$ cat src/rtl/bcopy_pkg.sv
package bcopy_pkg;
    localparam int CTRL_GO_BIT  = 0;
    localparam int CTRL_ARM_BIT = 1;

    typedef enum logic [1:0] {
        SEL_CTRL = 2'd0,
        SEL_SRC  = 2'd1,
        SEL_DST  = 2'd2,
        SEL_CNT  = 2'd3
    } reg_sel_e;
endpackage

$ cat src/rtl/bcopy_retention_ram.sv
module bcopy_retention_ram #(
    parameter int DEPTH = 16,
    parameter int AW    = 4,
    parameter int DW    = 32
) (
    input  logic          clk,
    input  logic          wr_en_i,
    input  logic [AW-1:0] wr_addr_i,
    input  logic [DW-1:0] wr_data_i,
    input  logic [AW-1:0] host_addr_i,
    output logic [DW-1:0] host_data_o,
    input  logic [AW-1:0] copy_addr_i,
    output logic [DW-1:0] copy_data_o
);
    // Retention storage: deliberately not cleared by reset.
    logic [DW-1:0] mem_q [DEPTH];

    always_ff @(posedge clk) begin
        if (wr_en_i) begin
            mem_q[wr_addr_i] <= wr_data_i;
        end
    end

    assign host_data_o = mem_q[host_addr_i];
    assign copy_data_o = mem_q[copy_addr_i];
endmodule

$ cat src/rtl/bcopy_regs.sv
module bcopy_regs
    import bcopy_pkg::*;
#(
    parameter int BOOT_AW = 4,
    parameter int IMEM_AW = 8,
    parameter int CNT_W   = 5,
    parameter int RA_W    = 5,
    parameter int DW      = 32
) (
    input  logic               clk,
    input  logic               rst_n,
    input  logic               wr_i,
    input  logic [RA_W-1:0]    addr_i,
    input  logic [DW-1:0]      wdata_i,
    input  logic               busy_i,
    input  logic [DW-1:0]      ram_rdata_i,
    output logic [DW-1:0]      rdata_o,
    output logic               ram_we_o,
    output logic               start_o,
    output logic               arm_o,
    output logic [BOOT_AW-1:0] src_o,
    output logic [IMEM_AW-1:0] dst_o,
    output logic [CNT_W-1:0]   cnt_o
);
    typedef struct packed {
        logic [BOOT_AW-1:0] src;
        logic [IMEM_AW-1:0] dst;
        logic [CNT_W-1:0]   cnt;
        logic               arm;
    } cfg_t;

    cfg_t     cfg_d, cfg_q;
    logic     to_ram, reg_ok, ctl_wr;
    reg_sel_e sel;
    logic     unused_wdata;

    assign to_ram       = addr_i[RA_W-1];
    assign reg_ok       = !to_ram && (addr_i[RA_W-2:0] < (RA_W-1)'(4));
    assign sel          = reg_sel_e'(addr_i[1:0]);
    assign ctl_wr       = wr_i && reg_ok && (sel == SEL_CTRL);
    assign unused_wdata = ^wdata_i;

    always_comb begin
        cfg_d    = cfg_q;
        start_o  = 1'b0;
        ram_we_o = wr_i && to_ram;
        if (wr_i && reg_ok) begin
            case (sel)
                SEL_CTRL: begin
                    cfg_d.arm = wdata_i[CTRL_ARM_BIT];
                    start_o   = wdata_i[CTRL_GO_BIT] && !busy_i;
                end
                SEL_SRC: if (!busy_i) cfg_d.src = wdata_i[BOOT_AW-1:0];
                SEL_DST: if (!busy_i) cfg_d.dst = wdata_i[IMEM_AW-1:0];
                SEL_CNT: if (!busy_i) cfg_d.cnt = wdata_i[CNT_W-1:0];
                default: ;
            endcase
        end
    end

    always_comb begin
        rdata_o = '0;
        if (to_ram) begin
            rdata_o = ram_rdata_i;
        end else if (reg_ok) begin
            case (sel)
                SEL_CTRL: begin
                    rdata_o[CTRL_GO_BIT]  = busy_i;
                    rdata_o[CTRL_ARM_BIT] = cfg_q.arm;
                end
                SEL_SRC: rdata_o[BOOT_AW-1:0] = cfg_q.src;
                SEL_DST: rdata_o[IMEM_AW-1:0] = cfg_q.dst;
                SEL_CNT: rdata_o[CNT_W-1:0]   = cfg_q.cnt;
                default: ;
            endcase
        end
    end

    always_ff @(posedge clk or negedge rst_n) begin
        if (!rst_n) begin
            cfg_q <= '0;
        end else begin
            cfg_q <= cfg_d;
        end
    end

    assign arm_o = cfg_q.arm;
    assign src_o = cfg_q.src;
    assign dst_o = cfg_q.dst;
    assign cnt_o = cfg_q.cnt;


    cfg_frozen_chk: assert property (@(posedge clk) disable iff (!rst_n)
        $past(busy_i) |-> ($stable(cfg_q.src) && $stable(cfg_q.dst) && $stable(cfg_q.cnt)));


    arm_sticky_chk: assert property (@(posedge clk) disable iff (!rst_n)
        (cfg_q.arm && !(ctl_wr && !wdata_i[CTRL_ARM_BIT])) |=> cfg_q.arm);
endmodule

$ cat src/rtl/bcopy_seq.sv
module bcopy_seq #(
    parameter int BOOT_AW = 4,
    parameter int IMEM_AW = 8,
    parameter int CNT_W   = 5,
    parameter int DW      = 32
) (
    input  logic               clk,
    input  logic               rst_n,
    input  logic               start_i,
    input  logic               wake_i,
    input  logic               arm_i,
    input  logic [BOOT_AW-1:0] src_i,
    input  logic [IMEM_AW-1:0] dst_i,
    input  logic [CNT_W-1:0]   cnt_i,
    input  logic [DW-1:0]      ram_rdata_i,
    output logic [BOOT_AW-1:0] ram_raddr_o,
    output logic               busy_o,
    output logic               imem_we_o,
    output logic [IMEM_AW-1:0] imem_addr_o,
    output logic [DW-1:0]      imem_wdata_o,
    output logic               cpu_run_o
);
    typedef struct packed {
        logic               busy;
        logic [CNT_W-1:0]   left;
        logic [BOOT_AW-1:0] src;
        logic [IMEM_AW-1:0] dst;
        logic               we;
        logic [IMEM_AW-1:0] waddr;
        logic [DW-1:0]      wdata;
        logic               run;
    } seq_t;

    seq_t s_d, s_q;
    logic go;

    assign go = !s_q.busy && (start_i || (wake_i && arm_i));

    always_comb begin
        s_d    = s_q;
        s_d.we = 1'b0;
        if (!s_q.busy) begin
            if (go) begin
                s_d.busy = 1'b1;
                s_d.left = cnt_i;
                s_d.src  = src_i;
                s_d.dst  = dst_i;
                s_d.run  = 1'b0;
            end
        end else if (s_q.left == '0) begin
            s_d.busy = 1'b0;
            s_d.run  = 1'b1;
        end else begin
            s_d.we    = 1'b1;
            s_d.waddr = s_q.dst;
            s_d.wdata = ram_rdata_i;
            s_d.src   = s_q.src + 1'b1;
            s_d.dst   = s_q.dst + 1'b1;
            s_d.left  = s_q.left - 1'b1;
        end
    end

    always_ff @(posedge clk or negedge rst_n) begin
        if (!rst_n) begin
            s_q <= '0;
        end else begin
            s_q <= s_d;
        end
    end

    assign ram_raddr_o  = s_q.src;
    assign busy_o       = s_q.busy;
    assign imem_we_o    = s_q.we;
    assign imem_addr_o  = s_q.waddr;
    assign imem_wdata_o = s_q.wdata;
    assign cpu_run_o    = s_q.run;


    go_busy_chk: assert property (@(posedge clk) disable iff (!rst_n)
        go |=> busy_o);


    write_hold_chk: assert property (@(posedge clk) disable iff (!rst_n)
        imem_we_o |-> !cpu_run_o);


    run_release_chk: assert property (@(posedge clk) disable iff (!rst_n)
        $fell(busy_o) |-> cpu_run_o);


    addr_step_chk: assert property (@(posedge clk) disable iff (!rst_n)
        (imem_we_o && $past(imem_we_o)) |-> (imem_addr_o == $past(imem_addr_o) + 1'b1));


    no_cut_chk: assert property (@(posedge clk) disable iff (!rst_n)
        (busy_o && s_q.left != '0) |=> (busy_o && imem_we_o));


    empty_done_chk: assert property (@(posedge clk) disable iff (!rst_n)
        (busy_o && s_q.left == '0) |=> (!busy_o && !imem_we_o && cpu_run_o));
endmodule

$ cat src/rtl/boot_copy_engine.sv
module boot_copy_engine #(
    parameter int  BOOT_DEPTH = 16,
    parameter int  IMEM_AW    = 8,
    parameter int  DW         = 32,
    localparam int BOOT_AW    = $clog2(BOOT_DEPTH),
    localparam int RA_W       = BOOT_AW + 1
) (
    input  logic               clk,
    input  logic               rst_n,
    input  logic               reg_wr,
    input  logic [RA_W-1:0]    reg_addr,
    input  logic [DW-1:0]      reg_wdata,
    output logic [DW-1:0]      reg_rdata,
    input  logic               wake_evt,
    output logic               imem_we,
    output logic [IMEM_AW-1:0] imem_addr,
    output logic [DW-1:0]      imem_wdata,
    output logic               cpu_run
);
    localparam int CNT_W = BOOT_AW + 1;

    logic               busy, ram_we, start, arm;
    logic [BOOT_AW-1:0] src, ram_raddr;
    logic [IMEM_AW-1:0] dst;
    logic [CNT_W-1:0]   cnt;
    logic [DW-1:0]      host_rd, copy_rd;

    bcopy_retention_ram #(.DEPTH(BOOT_DEPTH), .AW(BOOT_AW), .DW(DW)) u_ram (
        .clk         (clk),
        .wr_en_i     (ram_we),
        .wr_addr_i   (reg_addr[BOOT_AW-1:0]),
        .wr_data_i   (reg_wdata),
        .host_addr_i (reg_addr[BOOT_AW-1:0]),
        .host_data_o (host_rd),
        .copy_addr_i (ram_raddr),
        .copy_data_o (copy_rd)
    );

    bcopy_regs #(.BOOT_AW(BOOT_AW), .IMEM_AW(IMEM_AW), .CNT_W(CNT_W),
                 .RA_W(RA_W), .DW(DW)) u_regs (
        .clk         (clk),
        .rst_n       (rst_n),
        .wr_i        (reg_wr),
        .addr_i      (reg_addr),
        .wdata_i     (reg_wdata),
        .busy_i      (busy),
        .ram_rdata_i (host_rd),
        .rdata_o     (reg_rdata),
        .ram_we_o    (ram_we),
        .start_o     (start),
        .arm_o       (arm),
        .src_o       (src),
        .dst_o       (dst),
        .cnt_o       (cnt)
    );

    bcopy_seq #(.BOOT_AW(BOOT_AW), .IMEM_AW(IMEM_AW), .CNT_W(CNT_W), .DW(DW)) u_seq (
        .clk          (clk),
        .rst_n        (rst_n),
        .start_i      (start),
        .wake_i       (wake_evt),
        .arm_i        (arm),
        .src_i        (src),
        .dst_i        (dst),
        .cnt_i        (cnt),
        .ram_rdata_i  (copy_rd),
        .ram_raddr_o  (ram_raddr),
        .busy_o       (busy),
        .imem_we_o    (imem_we),
        .imem_addr_o  (imem_addr),
        .imem_wdata_o (imem_wdata),
        .cpu_run_o    (cpu_run)
    );
endmodule

$ cat config.mk
export PLATFORM = sky130hd
export DESIGN_NAME = boot_copy_engine
export DESIGN_NICKNAME = d
export VERILOG_FILES = /design/src/rtl/bcopy_pkg.sv /design/src/rtl/bcopy_retention_ram.sv /design/src/rtl/bcopy_regs.sv /design/src/rtl/bcopy_seq.sv /design/src/rtl/boot_copy_engine.sv
export SDC_FILE = /design/constraint.sdc
export NUM_CORES = 1
export LEC_CHECK = 0
export BUFFER_PORTS_ARGS = -buffer_cell sky130_fd_sc_hd__buf_4
export CORE_MARGIN = 1.5
export CORE_UTILIZATION = 50
export DETAILED_ROUTE_END_ITERATION = 12
export PLACE_DENSITY = 0.73
export SYNTH_ARGS = -nofsm -noshare
export SYNTH_HDL_FRONTEND = slang
export SYNTH_SLANG_ARGS = --single-unit
$ cat constraint.sdc
create_clock -name clk -period 2.2 [get_ports clk]
set_input_delay 0.11 -clock clk [delete_from_list [all_inputs] [get_ports clk]]
set_output_delay 0.11 -clock clk [all_outputs]
set_load 0.01 [all_outputs]
Yosys cells after proc, flatten, opt, wreduce, memory -nomap -nowiden

Memories as Yosys holds them, arrays and structs flattened.
Cells that the tools add are included.

Flip-flop bits (word level): 78
Memory bits (writable): 512
Output and inout port bits: 74
Memories kept: 1

Add/sub/neg operators: 3
$lt $le $gt $ge: 1
Equality and inequality tests: 5
Mux-type cells: 19
Bitwise operators: 2
Reduce and logical (&&, ||, !) cells: 19

Memory list:

| memory      | depth | width | read ports | clocked after Yosys merged registers in | wr ports | line                      | RTL |
|---|---|---|---|---|---|---|---|
| u_ram.mem_q | 16    | 32    | 2          | 0                                       | 1        | bcopy_retention_ram.sv:16 | `logic [DW-1:0] mem_q [DEPTH];` |

Operators with widths:

| operator            | number |
|---|---|
| $mux 58             | 1 |
| $mux 41             | 1 |
| $mux 18             | 2 |
| $mux 24             | 1 |
| $mux 8              | 2 |
| $reduce_and 3->1    | 3 |
| $add 8x1->8 const B | 1 |
| $mux 1              | 8 |
| $pmux 2 s4          | 1 |
| $reduce_and 2->1    | 4 |
| $logic_and 1x1->1   | 6 |
| $pmux 2 s3          | 1 |
| $logic_not 5->1     | 1 |
| $sub 5x1->5 const B | 1 |
| $add 4x1->4 const B | 1 |
| $eq 2x2->1 const B  | 2 |
| $lt 4x3->1 const B  | 1 |
| $ne 2x2->1 const B  | 2 |
| $mux 3              | 1 |
| $eq 2x1->1 const B  | 1 |
| $logic_not 1->1     | 2 |
| $logic_not 2->1     | 1 |
| $not 1->1           | 2 |
| $pmux 1 s2          | 1 |
| 2 further kinds     | 2 |

Logic depth before layout (Yosys ltp)

Gate-level depths: netlist of run 1.

Depth in word-level cells: 8
Mapped depth: 10
Depth with buffers taken out: 7

Hierarchy

A second synthesis of run 1 with hierarchy kept.

Cells, all modules: 1,493
Area, all modules: 26,885.8 um^2

Modules (own cells, without submodules):

| module              | times used | cells each | area each (um^2) | sequential area each (um^2) |
|---|---|---|---|---|
| bcopy_retention_ram | 1          | 1,077      | 22,905.7         | 15,374.7 |
| bcopy_seq           | 1          | 318        | 2,852.7          | 1,501.4 |
| bcopy_regs          | 1          | 98         | 1,127.3          | 450.4 |

Least setup slack after synthesis of run 1

Ideal clock, no wire load.

Path kind: input to register
Start: input reg_addr[3]
End: memory u_ram.mem_q[12][0] (enable)
Setup time: 461 ps
Arrival time: 3,189 ps
Required time: 1,739 ps
Setup slack: -1,450 ps
Cell stages on the path: 5
Path through: buf_2 > buf_2 > buf_2 > nand3_1 > nor3_1

RTL lines:

| what            | line                      | RTL |
|---|---|---|
| start, declared | boot_copy_engine.sv:11    | `input logic [RA_W-1:0] reg_addr,` |
| end, declared   | bcopy_retention_ram.sv:16 |  |

No word-level cell before the write port.

==> results.md, run 1 <==
- Slew Viols, Final: 0
- Post-Syn Nets: 1440
- Count leader, synth: edfxtp_1
- Leak Pwr: 10.73 nW
- CP peak stage delay: 0.49 ns
- Clock root cell: clkbuf_16
- Switching share of power: 29.31%
- Peak VDD IR: 0.7130 mV
- CTS Buffer Depth: 3
- Register area share after synthesis: 64.10%
- Crit path kind: reg -> out
- Number of buffers added on ports: 114
- Setup violations, final: 1
- Tot GR Track Use: 25.61%
- Die area: 55470 µm²
- Clk sinks: 590
- Run status: finished with violations
- Compound-Gate Fraction of Synth Area: 3.559%
- Layout area overhead: 17.30%
- Synth top area cells: edfxtp_1 57%, mux4_2 21%, dfrtp_1 7.2%
- Post-layout power: 33.69 mW
- Mux share of post-synthesis cell area: 26.86%
- Largest family of logic cells by synthesized area: multiplexers
- Synth Instances: 1395
- Total wire length: 70480 µm
- Final GP Congestion: 0.8282
- Final HPWL DP: 41930 µm
- Routed WL per cell: 30.64 µm
- Final Skew: 0.01214 ns
- Combinational Power Share: 29.7%
- Final ANT Viol Nets: 0
- Die height: 235.5 µm
- Fillers: 3802
- Power Density: 1062 nW/µm²
- CP required: 2.09 ns
- DRT Pass-1 Iters: 6
- FP Rows: 85
- Final hold viol count: 0
- # DRC: 0
- Core ar.: 53600 µm²
- Synth top cells by count: 512 x edfxtp_1, 258 x mux4_2, 89 x o22ai_1, 82 x mux2i_1, 78 x dfrtp_1
- Clock power share: 29.4%
- Switching power: 9.873 mW
- Die width: 235.5 µm
- Pin count of the biggest net entering global routing: 72
- Max Clk Rate: 454.4 MHz
- Htree depth: 2
- Initial core utilization: 50.43%
- Max transition margin: 48.84%
- Max_cap viols: 0
- Io pins: 115
- Number of flops mapped to enable cells by yosys: 512
- Largest area contributor in the netlist: edfxtp_1
- XOR/XNOR Fraction of Synth Area: 0.3240%
- Post-Synth Adder-Cell Area: 0.1851%
- Synth Area in Simple Gates: 1.824%
- Internal power: 23.82 mW
- Worst-margin pin slew: 0.7657 ns
- Min-delay worst type: in -> async
- Share of the synthesized area in the top cell type: 56.88%
- Cell Area, Synth: 27030 µm²
- Post-synthesis area per instance: 19.38 µm²
- CP max stage cell: mux4_2
- Total Negative Setup Slacks: -0.0006846 ns
- Share of layout cells above drive strength 1: 41.11%
- Synth Register Bits: 590
- Critical-path cell list: mux4_2 -> a221oi_2 -> o22ai_2 -> buf_4
- CTS tree: built
- Synth Flop Type: edfxtp_1
- Vias in the first global route: 15740
- Async SR Flop Fraction: 13.22%
- Initial antenna violation count: 3
- Crit path time final: 2.201 ns
- First-pass GRT wire length: 103700 µm
- RSZ-0062 raised after global routing: yes
- Tcrit/Tclk final: 100.0%
- Number of CTS-inserted buffers: 58
- Initial DRC Count: 1774
- Worst setup EP type: output pin
- Via density: 6.622
- Failing checks: setup timing
- Vias post-DR: 15230
- Total congestion overflow: 0
- Worst skew pair latency: 0.61 ns
- Seq pwr share: 40.9%
- Startpoint Class: flop
- Distinct cells, synth: 51
- Clock transition at path regs: 0.06 ns
- Final worst slack: -0.0006846 ns
- Fin nets: 1600
- Critical path peak fanout: 2
- Worst EP arrival: 2.09 ns
- Synth warn: 0
## repair_timing
item | in CTS | in global routing
gates resized for setup | 8 | 16
pin swaps | 5 | 8
setup endpoints to repair | 4 | 28
hold buffers | 33 | 0
hold endpoints to repair | 608 | 0
gates cloned | 0 | 1
setup buffers | 2 | 4
## cell type report
cell class | instances | area (µm²) | share of cell area [%]
sequential | 590 | 17340 | 54.68
timing repair buffer | 243 | 2487 | 7.845
tap | 696 | 870.8 | 2.746
clock inverter | 38 | 361.6 | 1.140
multi-input combinational | 657 | 9100 | 28.70
clock buffer | 70 | 1528 | 4.818
inverter | 5 | 18.77 | 0.05919
antenna | 1 | 2.502 | 0.007892
## metrics by stage
step	cell area, µm²	instances	hold slack (ns)	setup slack, ns	utilization (%)
5_1_grt	31710	2300	0.04260	-0.07233	59.16
3_3_place_gp	29300	2152	0.1038	0.08783	54.66
6_report	31710	2300	0.02218	-0.0006846	59.16
2_1_floorplan	27090	1395	-0.1856	-0.4551	-
3_5_place_dp	29300	2152	0.1040	0.09559	54.66
4_1_cts	31570	2295	0.01310	-0.01090	58.90
## final timing paths
kind / startpoint / end / cells after the start / slack [ns]
min in group clk: wake_evt / u_seq.ram_raddr_o[3] / 4 / 0.05
setup / recovery: u_ram.mem_q[11][4] / reg_rdata[4] / 4 / -0.0007
hold reg to reg: u_seq.imem_addr_o[0] / u_seq.imem_addr_o[0] / 2 / 0.48
max in group asynchronous: rst_n / u_seq.imem_we_o / 3 / 1.44
hold / removal: rst_n / u_regs.cnt_o[1] / 2 / 0.02
setup reg to reg: u_seq.ram_raddr_o[0] / u_seq.imem_wdata_o[13] / 5 / 0.05
## power groups by stage
stage                     Sequential (mW)  Clock (mW)  Combinational [mW]
after floorplan                      13.5           0                7.37
after global placement               13.9           0                9.68
after detailed placement             13.9           0                9.82
after CTS                            13.7        10.0                9.94
after global routing                 13.8        10.5                10.7
final                                13.8        9.90                10.0
## registers in the layout, indices dropped and copies added, names as in the netlist
register            flops
u_ram.mem_q           512
u_regs.arm_o            1
u_regs.cnt_o            5
u_regs.dst_o            8
u_regs.src_o            4
u_seq.busy_o            1
u_seq.cpu_run_o         1
u_seq.imem_addr_o       8
u_seq.imem_wdata_o     32
u_seq.imem_we_o         1
u_seq.ram_raddr_o       4
u_seq.s_q              13
## critical path, delay by kind of cell, from the launching register on
kind                   cells  cell delay, ns
buffers and inverters      1            0.17
flip-flops                 1            0.39
multiplexers               1            0.49
AO/OA/AOI/OAI              2            0.44
## metal layers
metal / GRT usage (%) / share of wire [%]
met3: 5.406 / 9.3
met4: 7.742 / 2.4
met5: 0 / 0.041
met1: 34.87 / 38
met2: 41.95 / 50
## cell families after synthesis
family / Yosys count
simple gates: 97
mux: 396
buf+inv: 148
compound gates: 150
xor+xnor: 10
flops: 590
fa+ha+maj: 4
## cells in the final DEF, fill, tap and decap left out, types with 3 or more instances in the layout
cell type	instances
nand2_2	3
nand3_1	5
nor2_4	13
inv_1	3
a22oi_2	6
xnor2_1	6
buf_16	3
dlygate4sd3_1	33
dfrtp_4	3
nor2_1	6
o211ai_1	8
xor2_1	4
buf_4	164
nand2_1	37
clkbuf_16	60
nand4_1	4
dfrtp_1	74
a21oi_1	33
o22ai_2	6
buf_12	39
mux2_2	56
ha_1	4
nor2b_1	5
mux4_2	258
o22ai_1	84
clkbuf_1	10
mux2i_1	78
o21ai_0	3
clkinv_2	13
mux2i_2	3
edfxtp_1	512
nor3_4	5
bufinv_16	7
clkinv_1	15
No activity file was read; power rests on OpenSTA's default activity.
==> run 2: changes to the inputs <==
--- a/config.mk
+++ b/config.mk
@@ -5,11 +5,11 @@
 export SDC_FILE = /design/constraint.sdc
 export NUM_CORES = 1
 export LEC_CHECK = 0
-export BUFFER_PORTS_ARGS = -buffer_cell sky130_fd_sc_hd__buf_4
+export BUFFER_PORTS_ARGS = -buffer_cell sky130_fd_sc_hd__buf_2
 export CORE_MARGIN = 1.5
-export CORE_UTILIZATION = 50
+export CORE_UTILIZATION = 60
 export DETAILED_ROUTE_END_ITERATION = 12
-export PLACE_DENSITY = 0.73
+export PLACE_DENSITY = 0.84
 export SYNTH_ARGS = -nofsm -noshare
 export SYNTH_HDL_FRONTEND = slang
 export SYNTH_SLANG_ARGS = --single-unit
==> results.md, run 2 (same netlist as run 1, synthesis figures left out) <==
- Worst-margin pin slew: 0.9355 ns (+0.1698 ns)
- CP peak stage delay: 0.52 ns (+0.03 ns)
- Worst setup EP type: output pin
- Critical-path cell list: mux4_2 -> mux2i_2 -> o22ai_2 -> buf_2
- Number of CTS-inserted buffers: 56 (-3.4%)
- Worst skew pair latency: 0.62 ns (about the same)
- Via density: 7.355 (+11%)
- Ant diodes: 0 (-1)
- RR Startpoint: u_seq.ram_raddr_o[0]
- Initial DRC Count: 2526 (+42%)
- Final Skew: 0.02351 ns (+0.01137 ns)
- Tcrit/Tclk final: 100.9% (+0.85 points)
- Clock root cell: clkbuf_16
- Final hold viol count: 0 (unchanged)
- Pin count of the biggest net entering global routing: 53 (-26%)
- Max transition margin: 37.50% (-11 points)
- Max_cap viols: 0 (unchanged)
- Routed WL per cell: 33.64 µm (+9.8%)
- Htree depth: 2 (unchanged)
- Vias in the first global route: 16750 (+6.4%)
- Commonest non-fill, non-tap cell in the layout: edfxtp_1
- Internal power: 23.54 mW (-1.2%)
- Combinational Power Share: 29.3% (-0.4 points)
- Die height: 215.3 µm (-8.6%)
- Worst Setup SP: u_ram.mem_q[11][21]
- FP Rows: 77 (-9.4%)
- Core ar.: 44320 µm² (-17%)
- First-pass GRT wire length: 109300 µm (+5.4%)
- Layout area overhead: 15.98%
- Startpoint Class: flop
- Clock transition at path regs: 0.06 ns (about the same)
- Critical Path End: reg_rdata[21]
- Run status: finished with violations
- FF-to-FF path depth: 5 (unchanged)
- Number of buffers added on ports: 114 (unchanged)
- Max Clk Rate: 450.6 MHz (-0.85%)
- CP required: 2.09 ns (about the same)
- Initial core utilization: 61.00% (+11 points)
- CP max stage cell: mux4_2
- Io pins: 115 (unchanged)
- Die width: 215.3 µm (-8.6%)
- Final HPWL DP: 42350 µm (+0.99%)
- Vias post-DR: 16240 (+6.6%)
- CTS Buffer Depth: 3 (unchanged)
- Max reg flops: 512 (unchanged)
- Final ANT Viol Nets: 0 (unchanged)
- Pre-CTS setup slack: 0.005394 ns (-0.09019 ns)
- Final worst slack: -0.01948 ns (-0.01880 ns)
- Initial antenna violation count: 1 (-2)
- Fin nets: 1614 (+0.88%)
- CTS tree: built
- Reg2Reg Capture Point: u_seq.imem_wdata_o[5]
- Most frequent cells in the layout: 512 x edfxtp_1, 258 x mux4_2, 110 x buf_2
- Slew Viols, Final: 0 (unchanged)
- Clk sinks: 590 (unchanged)
- Top reg by flops: u_ram.mem_q
- Worst EP arrival: 2.11 ns (+0.02 ns)
- Total congestion overflow: 0 (unchanged)
- Fillers: 2489 (-35%)
- # DRC: 0 (unchanged)
- Failing checks: setup timing
- Total wire length: 74280 µm (+5.4%)
- RSZ-0062 raised after global routing: yes
- Peak VDD IR: 0.8427 mV (+18%)
- Setup violations, final: 3 (+2)
- Die area: 46340 µm² (-16%)
- Leak Pwr: 10.67 nW (-0.61%)
- Seq pwr share: 41.0% (about the same)
- Min-delay worst type: in -> async
- Layout Cells excl Fill: 2208 (-4.0%)
- Clock power share: 29.7% (+0.3 points)
- DRT Pass-1 Iters: 5 (-1)
- Dpl cells: 2057 (-4.4%)
- Crit path kind: reg -> out
- Crit path time final: 2.219 ns (+0.01880 ns)
- Power Density: 1072 nW/µm² (+0.85%)
- Final GP Congestion: 0.8465 (+2.2%)
- Critical path peak fanout: 2 (unchanged)
- Tot GR Track Use: 32.44% (+6.8 points)
- Switching share of power: 29.93% (+0.63 points)
- Share of layout cells above drive strength 1: 41.96% (+0.85 points)
- Worst R2R Setup Slack: 0.09 ns (+0.04 ns)
- Switching power: 10.06 mW (+1.9%)
==> run 2: per-stage QoR <==
step | hold slack (ns) | TNS, ns | total power [mW] | utilization, % | area (µm²)
5_1_grt | 0.08564 | -0.2195 | 34.63 | 70.75 | 31350
3_5_place_dp | -0.03132 | 0 | 23.43 | 65.21 | 28900
2_1_floorplan | -0.1856 | -94.94 | 20.88 | - | 27090
6_report | 0.04472 | -0.03159 | 33.60 | 70.75 | 31350
4_1_cts | 0.06704 | -0.02102 | 33.42 | 70.41 | 31200
3_3_place_gp | -0.03044 | 0 | 23.16 | 65.21 | 28900
==> run 2: worst min-delay path by stage <==
stage,startpoint,depth (start not counted),slack (ns),end
finish,rst_n,3,0.04,u_regs.arm_o
global route,rst_n,3,0.09,u_regs.arm_o
CTS,rst_n,3,0.07,u_regs.dst_o[3]
detailed placement,rst_n,1,-0.03,u_regs.cnt_o[2]
global placement,rst_n,1,-0.03,u_regs.cnt_o[2]
floorplan,rst_n,0,-0.19,u_regs.arm_o
==> run 2: per-layer routing <==
| metal | part of all wire, % | global-route usage, % | up-vias |
|---|---|---|---|
| met3 | 12 | 7.827 | 249 |
| met2 | 50 | 52.55 | 1463 |
| met4 | 4.1 | 14.17 | 2 |
| met1 | 34 | 42.42 | 8300 |
| met5 | 0.015 | 0 | - |
| li1 | - | - | 6225 |
==> run 2: power by group through the flow <==
stage	logic [mW]	clock network [mW]	registers (mW)
4_1_cts	9.66	10.0	13.7
5_1_grt	10.4	10.4	13.8
6_report	9.86	9.98	13.8
3_5_place_dp	9.48	0	13.9
2_1_floorplan	7.37	0	13.5
3_3_place_gp	9.22	0	13.9
==> run 2: layout make-up <==
type | instances | area [µm²] | area share, %
sequential | 590 | 17340 | 55.30
multi-input combinational | 657 | 9144 | 29.16
timing repair buffer | 259 | 2231 | 7.115
clock buffer | 72 | 1513 | 4.825
tap | 592 | 740.7 | 2.363
clock inverter | 33 | 366.6 | 1.169
inverter | 5 | 18.77 | 0.05986
==> run 2: critical path, delay by kind of cell (launching register included) <==
kind                   cells  cell delay (ns)
muxes                      2             0.77
buffers and inverters      1             0.17
AOI/OAI and AO/OA          1             0.15
DFF                        1             0.41
==> run 2: timing repair <==
| item | 4_1_cts | 5_1_grt |
|---|---|---|
| pin swaps | 4 | 11 |
| hold endpoints to repair | 593 | 0 |
| gates resized for setup | 8 | 20 |
| setup buffers | 5 | 6 |
| endpoints found under the setup margin | 6 | 40 |
| hold buffers | 35 | 0 |
